**config.mk**
```make
export PLATFORM = sky130hd
export DESIGN_NAME = supply_guard
export DESIGN_NICKNAME = d
export VERILOG_FILES = /design/src/rtl/supply_guard_pkg.sv /design/src/rtl/sg_sync.sv /design/src/rtl/sg_holdoff.sv /design/src/rtl/sg_gate.sv /design/src/rtl/supply_guard.sv
export SDC_FILE = /design/constraint.sdc
export NUM_CORES = 1
export LEC_CHECK = 0
export ABC_AREA = 1
export BUFFER_PORTS_ARGS = -buffer_cell sky130_fd_sc_hd__buf_2
export CAP_MARGIN = 20
export CORE_ASPECT_RATIO = 1.1
export CORE_MARGIN = 2
export CORE_UTILIZATION = 43
export CTS_CLUSTER_DIAMETER = 200
export CTS_CLUSTER_SIZE = 28
export DETAILED_ROUTE_END_ITERATION = 16
export PLACE_DENSITY = 0.9
export SLEW_MARGIN = 20
export SYNTH_ARGS = -nofsm -noshare
export SYNTH_HDL_FRONTEND = slang
export SYNTH_SLANG_ARGS = --single-unit
```
**constraint.sdc**
```tcl
create_clock -name clk -period 2.4 [get_ports clk]
set_input_delay 0.72 -clock clk [delete_from_list [all_inputs] [get_ports clk]]
set_output_delay 0.72 -clock clk [all_outputs]
set_load 0.05 [all_outputs]
```
**src/rtl/supply_guard_pkg.sv**
```systemverilog
`timescale 1ns/1ps
package supply_guard_pkg;

  typedef enum logic [1:0] {
    GRD_LOCKED = 2'd0,
    GRD_WAIT   = 2'd1,
    GRD_OPEN   = 2'd2
  } grd_state_t;

  // width able to hold 0 .. n-1 (at least one bit)
  function automatic int unsigned cnt_bits(input int unsigned n);
    int unsigned b;
    b = 1;
    while ((1 << b) < n) b++;
    return b;
  endfunction

endpackage

```
**src/rtl/sg_sync.sv**
```systemverilog
`timescale 1ns/1ps
module sg_sync #(
  parameter int unsigned STAGES = 2
) (
  input  logic clk,
  input  logic rst_n,
  input  logic d_in,
  output logic d_out
);

  logic [STAGES-1:0] chain_q;

  generate
    genvar gi;
    for (gi = 0; gi < STAGES; gi++) begin : g_stage
      if (gi == 0) begin : g_first
        always_ff @(posedge clk or negedge rst_n) begin
          if (!rst_n) chain_q[0] <= 1'b0;
          else        chain_q[0] <= d_in;
        end
      end else begin : g_next
        always_ff @(posedge clk or negedge rst_n) begin
          if (!rst_n) chain_q[gi] <= 1'b0;
          else        chain_q[gi] <= chain_q[gi-1];
        end
      end
    end
  endgenerate

  assign d_out = chain_q[STAGES-1];

endmodule

```
**src/rtl/sg_holdoff.sv**
```systemverilog
`timescale 1ns/1ps
module sg_holdoff
  import supply_guard_pkg::*;
#(
  parameter int unsigned HOLDOFF_CYC = 1024
) (
  input  logic clk,
  input  logic rst_n,
  input  logic ok_sync,
  output logic open
);

  localparam int unsigned CW = cnt_bits(HOLDOFF_CYC);
  localparam logic [CW-1:0] LAST = CW'(HOLDOFF_CYC - 1);

  grd_state_t state_q, state_d;
  logic [CW-1:0] cnt_q, cnt_d;

  always_comb begin
    state_d = state_q;
    cnt_d   = cnt_q;
    unique case (state_q)
      GRD_LOCKED: begin
        cnt_d = '0;
        if (ok_sync) state_d = GRD_WAIT;
      end
      GRD_WAIT: begin
        if (!ok_sync) begin
          state_d = GRD_LOCKED;
          cnt_d   = '0;
        end else if (cnt_q == LAST) begin
          state_d = GRD_OPEN;
          cnt_d   = '0;
        end else begin
          cnt_d = cnt_q + 1'b1;
        end
      end
      GRD_OPEN: begin
        if (!ok_sync) state_d = GRD_LOCKED;
      end
      default: begin
        state_d = GRD_LOCKED;
        cnt_d   = '0;
      end
    endcase
  end

  always_ff @(posedge clk or negedge rst_n) begin
    if (!rst_n) begin
      state_q <= GRD_LOCKED;
      cnt_q   <= '0;
    end else begin
      state_q <= state_d;
      cnt_q   <= cnt_d;
    end
  end

  // a low synchronized level closes the window in the same cycle
  assign open = (state_q == GRD_OPEN) && ok_sync;

endmodule

```
**src/rtl/sg_gate.sv**
```systemverilog
`timescale 1ns/1ps
module sg_gate #(
  parameter int unsigned ADDR_W = 16,
  parameter int unsigned DATA_W = 8
) (
  input  logic              clk,
  input  logic              rst_n,
  input  logic              open,
  input  logic              req_valid,
  output logic              req_ready,
  input  logic              req_write,
  input  logic [ADDR_W-1:0] req_addr,
  input  logic [DATA_W-1:0] req_wdata,
  output logic              mem_req_valid,
  input  logic              mem_req_ready,
  output logic              mem_req_write,
  output logic [ADDR_W-1:0] mem_req_addr,
  output logic [DATA_W-1:0] mem_req_wdata,
  input  logic              mem_rsp_valid,
  input  logic [DATA_W-1:0] mem_rsp_rdata,
  output logic              rsp_valid,
  output logic [DATA_W-1:0] rsp_rdata,
  output logic              blocked_pulse
);

  logic blk_take;
  logic blk_rd_q, blk_any_q;

  assign req_ready     = open ? mem_req_ready : 1'b1;
  assign mem_req_valid = req_valid && open;
  assign mem_req_write = req_write;
  assign mem_req_addr  = req_addr;
  assign mem_req_wdata = req_wdata;

  assign blk_take = req_valid && !open;

  always_ff @(posedge clk or negedge rst_n) begin
    if (!rst_n) begin
      blk_rd_q  <= 1'b0;
      blk_any_q <= 1'b0;
    end else begin
      blk_rd_q  <= blk_take && !req_write;
      blk_any_q <= blk_take;
    end
  end

  // release needs at least one hold-off cycle after a lock, so a
  // blocked reply never meets a forwarded one
  assign rsp_valid     = blk_rd_q || (mem_rsp_valid && open);
  assign rsp_rdata     = blk_rd_q ? '0 : mem_rsp_rdata;
  assign blocked_pulse = blk_any_q;

endmodule

```
**src/rtl/supply_guard.sv**
```systemverilog
`timescale 1ns/1ps
module supply_guard #(
  parameter int unsigned ADDR_W      = 17,
  parameter int unsigned DATA_W      = 8,
  parameter int unsigned HOLDOFF_CYC = 1024,
  parameter int unsigned SYNC_STAGES = 2
) (
  input  logic              clk,
  input  logic              rst_n,
  input  logic              supply_ok,
  output logic              supply_low_n,
  input  logic              req_valid,
  output logic              req_ready,
  input  logic              req_write,
  input  logic [ADDR_W-1:0] req_addr,
  input  logic [DATA_W-1:0] req_wdata,
  output logic              mem_req_valid,
  input  logic              mem_req_ready,
  output logic              mem_req_write,
  output logic [ADDR_W-1:0] mem_req_addr,
  output logic [DATA_W-1:0] mem_req_wdata,
  input  logic              mem_rsp_valid,
  input  logic [DATA_W-1:0] mem_rsp_rdata,
  output logic              rsp_valid,
  output logic [DATA_W-1:0] rsp_rdata,
  output logic              blocked_pulse
);

  logic ok_sync;
  logic open;

  sg_sync #(.STAGES(SYNC_STAGES)) u_sync (
    .clk   (clk),
    .rst_n (rst_n),
    .d_in  (supply_ok),
    .d_out (ok_sync)
  );

  sg_holdoff #(.HOLDOFF_CYC(HOLDOFF_CYC)) u_hold (
    .clk     (clk),
    .rst_n   (rst_n),
    .ok_sync (ok_sync),
    .open    (open)
  );

  sg_gate #(.ADDR_W(ADDR_W), .DATA_W(DATA_W)) u_gate (
    .clk           (clk),
    .rst_n         (rst_n),
    .open          (open),
    .req_valid     (req_valid),
    .req_ready     (req_ready),
    .req_write     (req_write),
    .req_addr      (req_addr),
    .req_wdata     (req_wdata),
    .mem_req_valid (mem_req_valid),
    .mem_req_ready (mem_req_ready),
    .mem_req_write (mem_req_write),
    .mem_req_addr  (mem_req_addr),
    .mem_req_wdata (mem_req_wdata),
    .mem_rsp_valid (mem_rsp_valid),
    .mem_rsp_rdata (mem_rsp_rdata),
    .rsp_valid     (rsp_valid),
    .rsp_rdata     (rsp_rdata),
    .blocked_pulse (blocked_pulse)
  );

  assign supply_low_n = open;

endmodule

```
After elaboration in Yosys (flattened, before gate mapping) --
Index checks and enable logic that the tools add are counted.
Storage, ports and cells: bits in registers 16, logic and storage cells 33, bits of input ports 40
Cells by class: equality and inequality tests 6, reduce and logical (&&, ||, !) cells 10, multiplexer cells 10, $add $sub $neg 1
Operators with widths (number):
- 2-to-1 mux 10 bit | 2
- one-hot mux 10 bit (2 select lines) | 1
- adder 10 x 1 -> 10 bit, second input constant | 1
- == test 10 bit, second input constant | 1
- 2-to-1 mux 2 bit | 4
- 2-to-1 mux 8 bit | 1
- one-hot mux 2 bit (3 select lines) | 1
- logical AND 1 bit | 5
- inequality test 2 bit, second input constant | 2
- inequality test 3 x 2 -> 1 bit, second input constant | 1
- AND reduction 3 bit | 1
- == test 2 x 1 -> 1 bit, second input constant | 1
- == test 2 bit, second input constant | 1
- zero test 1 bit | 2
- zero test 2 bit | 1
- logical OR 1 bit | 1
- 2-to-1 mux 1 bit | 1

Logic depth before layout (Yosys ltp) --
Gate-level depths: netlist of the first run.
depth in word-level cells 5, mapped depth 9, mapped depth without buffers 9

Cells and area by module --
From an unflattened synthesis of the first run, not the netlist that was laid out.
Unflattened totals: cells, all modules 147, area total of the unflattened synthesis 1111.1 sq um
By module, submodules not included:
- sg_holdoff | area each 708.2 sq um, times used 1, cells an instance 90
- sg_gate | area each 352.8 sq um, times used 1, cells an instance 55
- sg_sync | area each 50.0 sq um, times used 1, cells an instance 2

Worst setup path before layout of the first run --
OpenSTA, ideal clock, no wires.
kind register to output, from reg u_hold.state_q[0], to out mem_req_valid, data arrival time 1835 ps, path slack -155 ps, data required time 1680 ps, path buffers 0, stages on the path, launching flop included 6, path through dfrtp_1 inv_2 nand2_2 nor2_2 inv_2 nor2_1
On the way: longest elaborated chain between the ends 3
Ends and longest elaborated chain:
- start, declared | line sg_holdoff.sv:16 | grd_state_t state_q, state_d;
- start signal, assigned | line sg_holdoff.sv:53 | state_q <= state_d;
- == test 2 bit | line sg_holdoff.sv:59 | assign open = (state_q == GRD_OPEN) && ok_sync;
- logical AND 1 bit | line sg_holdoff.sv:59
- via supply_low_n | line supply_guard.sv:11 | output logic supply_low_n,
- logical AND 1 bit | line sg_gate.sv:30 | assign mem_req_valid = req_valid && open;
- end, declared | line supply_guard.sv:17 | output logic mem_req_valid,
The timed path passes the listed nets, and every way through them passes these cells.

Worst setup path after layout of the first run --
from reg u_hold.state_q[0], to out req_ready
On the way: longest elaborated chain between the ends 3
Ends and longest elaborated chain:
- == test 2 bit | line sg_holdoff.sv:59
- logical AND 1 bit | line sg_holdoff.sv:59
- 2-to-1 mux 1 bit | line sg_gate.sv:29 | assign req_ready = open ? mem_req_ready : 1'b1;
- end, declared | line supply_guard.sv:13 | output logic req_ready,
Every way passes these cells.

==> flow_summary_export.csv, run 1 <==
group,metric,value,unit
clock_network,clk_latency,0.30,ns
setup_path,critPathCaptureType,"output pin",
sta,slew_viol_final,0,
finish,fin_nets,195,
setup_path,cp.required,1.68,ns
yosys,yosysMostFrequentCell,"nand2_1",
clock_network,path_clk_slew,0.10,ns
route,first_pass_iters,4,
global_routing,antenna_found_initial,0,
setup_path,max_stage_delay,0.44,ns
clock_network,clockRootBuffer,"clkbuf_4",
yosys,synth-seq-area-share,37.0,%
route,ant_nets,0,
floorplanning,dieWidth,51.8,um
min_path,hp-class,"primary input to async pin",
setup_path,cp_cell_sequence,"inv_2, nand2_2, nor2_4, inv_2, or2_1, buf_2",
sta,post-route-min-period,2.26,ns
power,power.leakage,0.596,nW
yosys,postSynthCellCount,148,
place,portBuffers,28,
yosys,yosysUniqueCellTypes,22,
global_routing,grt-ovfl-total,0,
setup_path,critical_path.top_delay_family,"flip-flops",
yosys,yosys_register_bits,16,
sta,hold_viol,0,
floorplanning,core-area,2450,um^2
yosys,synth_area_leaders,"dfrtp_1 (37%), buf_4 (18%), nand2_1 (10%)",
power,ir_drop,0.000569,V
global_routing,grtUsageTotal,13.5,%
route,drc,0,
setup_path,slowest_stage,"dfrtp_1",
yosys,synth-async-reset-ratio,100,%
route,drt_wl_total,1.73,mm
yosys,synth.avg_cell_area,7.31,um^2
setup_path,critPathBufInv,3,
clock_network,htree_levels,1,
sta,setup-tns-final,0,ns
yosys,synth_edf_count,0,
floorplanning,start_util,44.2,%
sta,maxSlewHeadroom,76.6,%
yosys,synth_ff_type,"dfrtp_1",
sta,post-route-period-util,94.0,%
yosys,ys_warn_count,0,
yosys,synth_commonest_cells,"nand2_1 (30), buf_4 (26), nor2_1 (21)",
place,placed_area,1060,um^2
sta,whs,0.312,ns
floorplanning,rows,19,
yosys,postSynthNetCount,189,
clock_network,clock_sinks,16,
sta,setup_viol,0,
setup_path,regToRegSetupSlack,0.95,ns
sta,timing.fmax,0.443,GHz
sta,rsz0062_at_grt,"no",
clock_network,clockBufferDepth,2,
clock_network,post_cts_buffers,0,
yosys,synth_top_cell_by_area,"dfrtp_1",
floorplanning,ios,79,
floorplanning,die_y,56.6,um
global_routing,grt_pass1_wl,3.02,mm
clock_network,cts_tree,"done",
power,p_per_area,742,nW/um^2
floorplanning,dieArea,2930,um^2
route,drt-initial-drc-count,6,
route,num_vias,825,
global_routing,grt_pass1_vias,746,
finish,drive_above_1_share,29.4,%
sta,skew,0.00104,ns
setup_path,startpoint_type,"flip-flop",
place,hpwl,1.34,mm
finish,final_area,1110,um^2
setup_path,cp_max_fo,5,
place,gp_congestion,0.772,
finish,area_growth,2.20,%
finish,antenna_cells,0,
setup_path,critPathKind,"flip-flop to output pin",
setup_path,arrival,1.54,ns
setup_path,crit_path_frequent_cell,"inv_2",
status,status,"completed",
yosys,yosys.area.top_type_share,37.0,%
yosys,synth_area,1080,um^2
clock_network,cts_made_buffers,3,
finish,post-route-util,45.2,%
run,cap_viol_max_count,0,
global_routing,grt_max_degree,17,
sta,tightest_slew,0.351,ns
route,vias_per_cell,4.48,
route,routedWlPerCell,9.38,um
-- timing repair --
item                                    4_1_cts  5_1_grt
endpoints found under the setup margin        0        1
hold endpoints to repair                      0        0
hold buffers                                  0        0
resized for setup                             0        1
-- flip-flops by register name, summed over array words and instances (netlist names) --
name / flops
u_gate.blocked_pulse: 1
u_hold.cnt_q: 10
u_gate.blk_rd_q: 1
u_sync.d_out: 1
u_sync.chain_q: 1
u_hold.state_q: 2
-- worst register-to-register path: stages (launching register included) --
cell	delay, ns
dfrtp_1	0.40
ha_1	0.21
inv_2	0.06
nor2_2	0.17
nand3_1	0.13
nand2_1	0.18
nand2_1	0.09
nand2_1	0.07
inv_1	0.03
-- path summary, 6_finish.rpt --
kind,endpoint,start,cells past startpoint
setup / recovery,req_ready,u_hold.state_q[0]$_DFFE_PN0P_,6
hold / removal,u_hold.cnt_q[5]$_DFFE_PN0P_,rst_n,1
setup reg to reg,u_hold.cnt_q[6]$_DFFE_PN0P_,u_hold.cnt_q[0]$_DFFE_PN0P_,8
hold reg to reg,u_sync.d_out$_DFF_PN0_,u_sync.chain_q[0]$_DFF_PN0_,0
max in group asynchronous,u_gate.blocked_pulse$_DFF_PN0_,rst_n,1
min in group clk,u_sync.d_out$_DFF_PN0_,u_sync.chain_q[0]$_DFF_PN0_,0
-- logic make-up (layout without fill, tap and decap cells) --
kind of cell / Yosys count / count (layout) / share of synthesized area [%]
DFF: 16 / 16 / 37.0
buffers and inverters: 51 / 56 / 26.7
xor gates and xnor gates: 1 / 1 / 0.809
and+or+nand+nor: 68 / 68 / 28.4
AOI/OAI and AO/OA: 11 / 11 / 5.90
adders and majority gates: 1 / 1 / 1.16
-- placed cells by master, fill, tap and decap left out, drive strengths merged --
cell,netlist,final
a21o,1,1
a21oi,2,2
buf,26,28
clkbuf,1,4
dfrtp,16,16
ha,1,1
inv,24,24
nand2,31,31
nand3,8,8
nand4,1,1
nor2,25,25
nor3,1,1
o21ai,7,7
o31ai,1,1
or2,2,2
xnor2,1,1
-- cell type report --
| cell class | instances | area [um^2] |
|---|---|---|
| Timing Repair Buffer | 28 | 140 |
| Multi-Input combinational cell | 81 | 400 |
| Inverter | 24 | 90.1 |
| Tap cell | 31 | 38.8 |
| Sequential cell | 16 | 400 |
| Fill cell | 244 | 1340 |
| Clock buffer | 4 | 36.3 |
-- power by group --
part,internal [W],switching [W]
registers,0.000300,0.0000411
clock network,0.0000926,0.0000916
logic,0.0000811,0.000214
-- stage by stage --
stage	total power [W]	std cells	setup slack [ns]
finish	0.000820	184	0.145
global route	0.000869	184	0.0313
CTS	0.000823	184	0.111
detailed placement	0.000642	180	0.445
global placement	0.000635	180	0.450
floorplan	0.000684	148	0.0618
-- routing by layer --
metal  vias up  part of all wire [%]  global-route usage (%)
li1        430                     -                       -
met1       371                    43                    15.8
met2        17                    49                    21.3
met3         7                   5.2                    2.66
met4         0                   3.2                    10.2
met5         -                     0                       0
(Power assumes the default switching activity.)
==> inputs of run 2 (changes only) <==
- CORE_MARGIN: 2 -> 4
==> flow_summary_export.csv, run 2 (synthesis gave the netlist of run 1 again) <==
group,metric,value,unit
setup_path,max_stage_delay,0.48,ns
global_routing,grt_max_degree,17,
floorplanning,core-area,2320,um^2
place,hpwl,1.44,mm
finish,multiInputGateArea,395,um^2
finish,reg.largest.list,"u_hold.cnt_q x10, u_hold.state_q x2",
sta,post-route-min-period,2.27,ns
global_routing,antenna_found_initial,0,
floorplanning,start_util,46.7,%
setup_path,arrival,1.55,ns
global_routing,grt_pass1_wl,3.08,mm
setup_path,critPathCaptureType,"output pin",
floorplanning,rows,18,
setup_path,critPathBufInv,2,
route,num_vias,811,
setup_path,critPathKind,"flip-flop to output pin",
place,pre_cts_slack,0.422,ns
floorplanning,dieArea,3380,um^2
sta,rsz0062_at_grt,"no",
route,drt-initial-drc-count,8,
setup_path,cp_max_fo,5,
sta,maxSlewHeadroom,76.8,%
setup_path,cp.required,1.68,ns
route,drc,0,
finish,fin_nets,196,
setup_path,rr_endpoint,"u_hold.cnt_q[9]$_DFFE_PN0P_",
sta,setup-tns-final,0,ns
route,first_pass_iters,4,
sta,hold_viol,0,
sta,setup_viol,0,
finish,antenna_cells,0,
global_routing,grtUsageTotal,11.5,%
power,power.leakage,0.601,nW
route,drt_wl_total,1.83,mm
setup_path,startpoint_type,"flip-flop",
clock_network,htree_levels,1,
clock_network,clk_latency,0.30,ns
setup_path,critical_path.top_delay_family,"simple AND/OR/NAND/NOR gates",
floorplanning,dieWidth,55.8,um
floorplanning,die_y,60.6,um
route,ant_nets,0,
clock_network,cts_made_buffers,3,
finish,area_growth,2.31,%
run,cap_viol_max_count,0,
clock_network,cts_tree,"done",
floorplanning,ios,79,
finish,fillers,224,
min_path,hp-class,"primary input to async pin",
power,ir_drop,0.000508,V
status,status,"completed",
finish,largest_register,"u_hold.cnt_q",
place,gp_congestion,0.822,
setup_path,regToRegSetupSlack,1.01,ns
finish,mostFrequentLayoutCells,"nand2_1 (30), buf_2 (28), nor2_1 (20)",
clock_network,clock_sinks,16,
place,portBuffers,28,
clock_network,path_clk_slew,0.10,ns
route,vias_per_cell,4.41,
sta,timing.fmax,0.440,GHz
sta,tightest_slew,0.348,ns
setup_path,r2r_start,"u_hold.cnt_q[0]$_DFFE_PN0P_",
sta,layout_setup_ws,0.128,ns
sta,skew,0.000437,ns
setup_path,cp_num_cells,5,
global_routing,grt-ovfl-total,0,
finish,drive_above_1_share,29.9,%
global_routing,grt_pass1_vias,753,
power,p_per_area,752,nW/um^2
route,routedWlPerCell,9.93,um
setup_path,cp_cell_sequence,"nand2_2, nor2_2, inv_2, or2_1, buf_2",
clock_network,clockBufferDepth,2,
clock_network,hold_buffers,0,
sta,post-route-period-util,94.7,%
clock_network,clockRootBuffer,"clkbuf_4",
setup_path,r2r_cells,6,
setup_path,slowest_stage,"dfrtp_1",
finish,seq_area,400,um^2
finish,final_common_cell,"nand2_1",
finish,largest_register_ffs,10,
sta,slew_viol_final,0,
-- run 2: worst max path at each step --
stage	startpoint	endpoint	slack, ns
detailed placement	u_hold.state_q[0]$_DFFE_PN0P_	req_ready	0.42
global placement	mem_req_ready	req_ready	0.46
finish	u_hold.state_q[1]$_DFFE_PN0P_	req_ready	0.13
CTS	u_hold.state_q[0]$_DFFE_PN0P_	req_ready	0.08
global route	u_hold.state_q[1]$_DFFE_PN0P_	req_ready	0.01
floorplan	u_hold.state_q[0]$_DFFE_PN0P_	mem_req_valid	0.06
-- run 2: report_power, final --
part / total [W] / leakage (nW) / internal, W / switching, W
registers: 0.000337 / 0.213 / 0.000300 / 0.0000366
logic: 0.000309 / 0.367 / 0.0000902 / 0.000219
clock network: 0.000187 / 0.0210 / 0.0000926 / 0.0000941
total: 0.000833 / 0.601 / 0.000483 / 0.000350
-- run 2: metrics by stage --
stage                     std cells  total power [W]  utilization (%)  area, um^2  hold slack (ns)
final                           184         0.000833             47.7        1110            0.311
after global routing            184         0.000888             47.7        1110            0.337
after global placement          179         0.000637             45.8        1060            0.333
after CTS                       183         0.000830             47.4        1100            0.323
after floorplan                 148         0.000684                -        1080            0.331
after detailed placement        179         0.000645             45.8        1060            0.344
-- run 2: what timing repair did --
item	CTS	global route
gates resized for setup	0	0
endpoints found under the setup margin	0	1
setup buffers	0	1
-- run 2: worst reg2reg max path: cells and delay by family (launching register included) --
family | cells | cell delay, ns
flops | 1 | 0.40
simple gates | 3 | 0.35
compound gates | 1 | 0.27
buf+inv | 1 | 0.06
fa+ha+maj | 1 | 0.20
-- run 2: layer usage --
metal / routed length, um / global-route usage [%]
met5: 0 / 0
met4: 32 / 5.42
met3: 126 / 4.04
met2: 845 / 19.3
met1: 822 / 13.6
-- run 2: cell type report --
class	instances	share of cell area [%]
Clock buffer	4	3.28
Multi-Input combinational cell	81	35.7
Tap cell	30	3.39
Timing Repair Buffer	29	13.3
Sequential cell	16	36.2
Inverter	24	8.14
